### src/rtl/dp_alu_pkg.sv
package dp_alu_pkg;

    typedef enum logic [3:0] {
        OP_AND = 4'd0,
        OP_EOR = 4'd1,
        OP_SUB = 4'd2,
        OP_RSB = 4'd3,
        OP_ADD = 4'd4,
        OP_ADC = 4'd5,
        OP_SBC = 4'd6,
        OP_RSC = 4'd7,
        OP_NA8 = 4'd8,
        OP_NA9 = 4'd9,
        OP_CMP = 4'd10,
        OP_CMN = 4'd11,
        OP_ORR = 4'd12,
        OP_MOV = 4'd13,
        OP_BIC = 4'd14,
        OP_MVN = 4'd15
    } alu_op_e;

    typedef enum logic [1:0] {
        CLS_LOGIC,
        CLS_ARITH,
        CLS_TEST,
        CLS_NONE
    } alu_cls_e;

    typedef struct packed {
        logic n;
        logic z;
        logic c;
        logic v;
    } alu_flags_t;

    function automatic alu_cls_e op_class(input alu_op_e op);
        alu_cls_e cls;
        unique case (op)
            OP_AND, OP_EOR, OP_ORR, OP_MOV, OP_BIC, OP_MVN: cls = CLS_LOGIC;
            OP_SUB, OP_RSB, OP_ADD, OP_ADC, OP_SBC, OP_RSC: cls = CLS_ARITH;
            OP_CMP, OP_CMN:                                 cls = CLS_TEST;
            OP_NA8, OP_NA9:                                 cls = CLS_NONE;
        endcase
        return cls;
    endfunction

endpackage

### src/rtl/dp_alu_arith.sv
module dp_alu_arith
    import dp_alu_pkg::*;
#(
    parameter int W = 32
) (
    input  alu_op_e        op,
    input  logic [W-1:0]   rn,
    input  logic [W-1:0]   op2,
    input  logic           c_flag,
    output logic [W-1:0]   sum,
    output logic           c_out,
    output logic           v_out
);
    localparam int MSB = W - 1;

    logic [W-1:0] xa;
    logic [W-1:0] yb;
    logic         ci;
    logic [W:0]   sum_ext;

    // Steer both operands and the carry-in so that one adder serves every form
    always_comb begin
        unique case (op)
            OP_ADD, OP_CMN: begin xa = rn;  yb = op2;  ci = 1'b0;   end
            OP_ADC:         begin xa = rn;  yb = op2;  ci = c_flag; end
            OP_SUB, OP_CMP: begin xa = rn;  yb = ~op2; ci = 1'b1;   end
            OP_SBC:         begin xa = rn;  yb = ~op2; ci = c_flag; end
            OP_RSB:         begin xa = op2; yb = ~rn;  ci = 1'b1;   end
            OP_RSC:         begin xa = op2; yb = ~rn;  ci = c_flag; end
            default:        begin xa = rn;  yb = op2;  ci = 1'b0;   end
        endcase
    end

    always_comb begin
        sum_ext = {1'b0, xa} + {1'b0, yb} + {{W{1'b0}}, ci};
        sum     = sum_ext[W-1:0];
        c_out   = sum_ext[W];
        v_out   = (xa[MSB] == yb[MSB]) && (sum_ext[MSB] != xa[MSB]);
    end

endmodule

### src/rtl/dp_alu_logic.sv
module dp_alu_logic
    import dp_alu_pkg::*;
#(
    parameter int W = 32
) (
    input  alu_op_e        op,
    input  logic [W-1:0]   rn,
    input  logic [W-1:0]   op2,
    output logic [W-1:0]   res
);
    always_comb begin
        unique case (op)
            OP_AND:  res = rn & op2;
            OP_EOR:  res = rn ^ op2;
            OP_ORR:  res = rn | op2;
            OP_BIC:  res = rn & ~op2;
            OP_MOV:  res = op2;
            OP_MVN:  res = ~op2;
            default: res = '0;
        endcase
    end

endmodule

### src/rtl/dp_alu_flags.sv
module dp_alu_flags
    import dp_alu_pkg::*;
#(
    parameter int W = 32
) (
    input  alu_cls_e       cls,
    input  logic           set_flags,
    input  logic [W-1:0]   arith_res,
    input  logic           arith_c,
    input  logic           arith_v,
    input  logic [W-1:0]   logic_res,
    input  logic           shift_carry,
    input  alu_flags_t     flags_in,
    output logic [W-1:0]   value,
    output logic           write_en,
    output alu_flags_t     flags_nxt
);
    localparam int MSB = W - 1;

    logic update;

    always_comb begin
        unique case (cls)
            CLS_LOGIC: begin value = logic_res; write_en = 1'b1; update = set_flags; end
            CLS_ARITH: begin value = arith_res; write_en = 1'b1; update = set_flags; end
            CLS_TEST:  begin value = arith_res; write_en = 1'b0; update = 1'b1;      end
            CLS_NONE:  begin value = '0;        write_en = 1'b0; update = 1'b0;      end
        endcase
    end

    always_comb begin
        flags_nxt = flags_in;
        if (update) begin
            flags_nxt.n = value[MSB];
            flags_nxt.z = (value == '0);
            if (cls == CLS_LOGIC) begin
                flags_nxt.c = shift_carry;
            end else begin
                flags_nxt.c = arith_c;
                flags_nxt.v = arith_v;
            end
        end
    end

endmodule

### src/rtl/dp_alu_core.sv
module dp_alu_core
    import dp_alu_pkg::*;
#(
    parameter int W = 32
) (
    input  logic           clk,
    input  logic           rst_n,
    input  logic           op_valid,
    input  logic [3:0]     opcode,
    input  logic           set_flags,
    input  logic [W-1:0]   rn,
    input  logic [W-1:0]   op2,
    input  logic           shift_carry,
    input  logic [3:0]     flags_in,
    output logic           res_valid,
    output logic [W-1:0]   result,
    output logic           result_we,
    output logic [3:0]     flags_out
);
    alu_op_e    op;
    alu_cls_e   cls;
    alu_flags_t f_in;
    alu_flags_t f_nxt;
    logic [W-1:0] a_res;
    logic [W-1:0] l_res;
    logic [W-1:0] value;
    logic         a_c;
    logic         a_v;
    logic         we_nxt;

    assign op   = alu_op_e'(opcode);
    assign cls  = op_class(op);
    assign f_in = alu_flags_t'(flags_in);

    dp_alu_arith #(.W(W)) u_arith (
        .op     (op),
        .rn     (rn),
        .op2    (op2),
        .c_flag (f_in.c),
        .sum    (a_res),
        .c_out  (a_c),
        .v_out  (a_v)
    );

    dp_alu_logic #(.W(W)) u_logic (
        .op  (op),
        .rn  (rn),
        .op2 (op2),
        .res (l_res)
    );

    dp_alu_flags #(.W(W)) u_flags (
        .cls         (cls),
        .set_flags   (set_flags),
        .arith_res   (a_res),
        .arith_c     (a_c),
        .arith_v     (a_v),
        .logic_res   (l_res),
        .shift_carry (shift_carry),
        .flags_in    (f_in),
        .value       (value),
        .write_en    (we_nxt),
        .flags_nxt   (f_nxt)
    );

    always_ff @(posedge clk) begin
        if (!rst_n) begin
            res_valid <= 1'b0;
            result_we <= 1'b0;
            result    <= '0;
            flags_out <= '0;
        end else if (op_valid) begin
            res_valid <= 1'b1;
            result_we <= we_nxt;
            result    <= value;
            flags_out <= f_nxt;
        end else begin
            res_valid <= 1'b0;
            result_we <= 1'b0;
        end
    end

endmodule

### config.mk
export PLATFORM = sky130hd
export DESIGN_NAME = dp_alu_core
export DESIGN_NICKNAME = d
export VERILOG_FILES = /design/src/rtl/dp_alu_pkg.sv /design/src/rtl/dp_alu_arith.sv /design/src/rtl/dp_alu_logic.sv /design/src/rtl/dp_alu_flags.sv /design/src/rtl/dp_alu_core.sv
export SDC_FILE = /design/constraint.sdc
export NUM_CORES = 1
export LEC_CHECK = 0
export ABC_AREA = 1
export BUFFER_PORTS_ARGS = -buffer_cell sky130_fd_sc_hd__buf_4
export CAP_MARGIN = 20
export CORE_MARGIN = 1
export CORE_UTILIZATION = 33
export DETAILED_ROUTE_END_ITERATION = 12
export SLEW_MARGIN = 20
export SYNTH_ARGS = -nofsm -noshare
export SYNTH_HDL_FRONTEND = slang
export SYNTH_HIERARCHICAL = 1
export SYNTH_SLANG_ARGS = --single-unit
### constraint.sdc
create_clock -name clk -period 4.6 [get_ports clk]
set_input_delay 0.23 -clock clk [delete_from_list [all_inputs] [get_ports clk]]
set_output_delay 0.23 -clock clk [all_outputs]
set_load 0.03 [all_outputs]
==> results_dict.tcl <==
set metrics [dict create \
    insertedDiodeCount 0 \
    die-area_um2 25800 \
    row_count 57 \
    cp_slowest_stage_delay_ns 0.39 \
    min_period_ns 3.73 \
    cts.sinks 38 \
    required_ns 4.82 \
    grtUsageMet3 0.0170 \
    path_class "input pin to flop" \
    peakVddDrop_mv 0.273 \
    fp.coreArea_um2 24500 \
    slew_headroom 0.308 \
    clock_skew_ns 0 \
    nNetsFinal 1821 \
    num_vias 9915 \
    drtIter0Drc 763 \
    antenna_found_initial 0 \
    syn_to_final_growth_pct 13.7 \
    async_flop_share 0 \
    synth_most_common_cell "nand2_1" \
    rsz0062_at_grt "false" \
    synthTopCellsByCount "621 x nand2_1, 236 x inv_1, 171 x nor2_1, 118 x nand3_1, 100 x a21oi_1" \
    cts_resized 0 \
    drt-total-wl_um 29500 \
    setup_viol 0 \
    setup_tns_ns 0 \
    critPathLaunchType "input pin" \
    cts-hold-fix-buffers 0 \
    die_h_um 161 \
    postSynthRegisterBits 38 \
    combPwrFrac 0.648 \
    synth.largest_area_cell "nand2_1" \
    crit_slowest_cell "ha_1" \
    io_pins 115 \
    drive_gt1_frac 0.134 \
    grt_max_degree 74 \
    maxSlewViolCount 0 \
    p_int_mw 1.03 \
    ys_seq_area_frac 0.0916 \
    worst_slew_pin_slew_ns 1.04 \
    h-tree-depth 2 \
    cp.arrival_ns 3.95 \
    overflow 0 \
    clkTransAtPathRegs_ns 0.05 \
    end_kind "flop" \
    grt_pass1_wl_um 46700 \
    clockBufferDepth 2 \
    first_pass_iters 5 \
    syn_inst 1610 \
    use_met2 0.372 \
    critPathMaxFanout 69 \
    synth_cell_types 41 \
    cts_tree "done" \
    switchingPower_uw 998 \
    worst_hold_path_type "input pin to flop" \
    cellLeakagePower_nw 5.70 \
    period_share 0.812 \
    min-delay-start "rst_n" \
    yosysTopAreaCellShare 0.281 \
    reg2reg_from "result[19]$_SDFFE_PN0P_" \
    cts-root-buf "clkbuf_16" \
    clk_latency_ns 0.28 \
    gp_congestion 0.948 \
    grt_usage 0.224 \
    synthesis.area_um2 8310 \
    drv_cap 0 \
    ys_warn_count 6 \
    busiest_layer "met2" \
    met1_usage 0.305 \
    syn_nets 1755 \
    port-buffer-count 114 \
    cts_made_buffers 5 \
    post_cts_buffers 0 \
    crit_start "opcode[0]" \
    sw_frac_of_total 0.493 \
    synth_area_leaders "nand2_1 28%, inv_1 11%, ha_1 9.9%" \
    wire_per_inst_um 14.7 \
    die_w_um 161 \
    p_seq_frac 0.185 \
    p_per_area_nw_per_um2 214 \
    start_util 0.339 \
    run_status "completed" \
    synth_edf_count 0 \
    via_per_inst 4.96 \
    timing_hold_violations_final 0 \
    pwr-share-clk 0.167 \
    ant_nets 0 \
    hpwl_um 22900 \
    drcViolationCount 0 \
    max_freq_ghz 0.268 \
    syn_area_per_cell_um2 5.16 \
    worst_path_most_repeated_cell "nand2_1" \
    yosys_most_used_dff "dfxtp_1" \
    nFillCells 2788 \
    grt_pass1_vias 8921 \
    utilization 0.385 \
]
-- cell type report --
| class | count | area (um2) | share of cell area |
|---|---|---|---|
| Inverter | 241 | 905 | 0.0958 |
| Multi-Input combinational cell | 1258 | 6210 | 0.658 |
| Tap cell | 324 | 405 | 0.0429 |
| Clock inverter | 1 | 5.00 | 0.000530 |
| Timing Repair Buffer | 132 | 1020 | 0.108 |
| Clock buffer | 7 | 143 | 0.0151 |
| Sequential cell | 38 | 761 | 0.0805 |
-- sequential cells by signal (all words and copies together) (netlist names) --
signal / count
res_valid: 1
result_we: 1
flags_out: 4
result: 32
-- path summary, 6_finish.rpt --
check | end | slack [ns] | cells past startpoint
max reg2reg | result[19]$_SDFFE_PN0P_ | 4.02 | 2
max | flags_out[2]$_SDFFE_PN0P_ | 0.87 | 30
min | result[25]$_SDFFE_PN0P_ | 0.36 | 3
min reg2reg | result[18]$_SDFFE_PN0P_ | 0.47 | 2
-- cell usage in the layout, fill, tap and decap left out, types with 15 or more instances in the layout --
| master | netlist | routed |
|---|---|---|
| xor2_1 | 15 | 15 |
| a31o_2 | 31 | 31 |
| nor2_1 | 171 | 170 |
| a21oi_1 | 100 | 100 |
| buf_4 | 7 | 130 |
| nand2_1 | 621 | 620 |
| nand2_2 | 34 | 35 |
| dfxtp_1 | 38 | 38 |
| o22ai_1 | 32 | 32 |
| nand3_1 | 118 | 117 |
| inv_1 | 236 | 236 |
| o21ai_0 | 16 | 16 |
| ha_1 | 66 | 65 |
-- metal layers --
layer	wire length (um)	up-vias	part of all wire
met4	725	0	0.025
met5	0	-	0
met3	1610	46	0.055
met1	13800	4386	0.47
li1	-	5150	-
met2	13400	333	0.45
-- critical path: cells and delay by family --
family,cells,cell delay (ns)
adder cells (fa/ha/maj),1,0.39
AND/OR/NAND/NOR,22,2.27
buffers and inverters,4,0.55
AO/OA/AOI/OAI,3,0.43
-- power groups by stage --
stage	Clock, mW	Combinational (mW)	Sequential (mW)
floorplan	0	0.858	0.436
global placement	0	1.29	0.381
detailed placement	0	1.29	0.382
CTS	0.348	1.30	0.375
global route	0.361	1.47	0.379
finish	0.337	1.31	0.374
-- cell families (layout without fill, tap and decap cells) --
| logic type | count (synthesis) | after routing | share of synthesized area |
|---|---|---|---|
| muxes | 2 | 2 | 0.00256 |
| AOI/OAI and AO/OA | 195 | 195 | 0.141 |
| buffers and inverters | 314 | 381 | 0.162 |
| xor gates and xnor gates | 18 | 18 | 0.0199 |
| and+or+nand+nor | 975 | 975 | 0.478 |
| DFF | 38 | 38 | 0.0916 |
| adders and majority gates | 68 | 68 | 0.104 |
-- metrics by stage --
step	hold slack, ns	std cells	power [mW]	setup slack [ns]	instance area, um2
2_1_floorplan	0.498	1610	1.29	1.41	8310
3_3_place_gp	0.461	1993	1.67	0.631	9300
3_5_place_dp	0.464	1993	1.67	0.661	9300
4_1_cts	0.365	2001	2.02	0.946	9450
5_1_grt	0.376	2001	2.21	0.536	9450
6_report	0.363	2001	2.02	0.865	9450
Note: power is estimated with default switching activity, not from simulation.
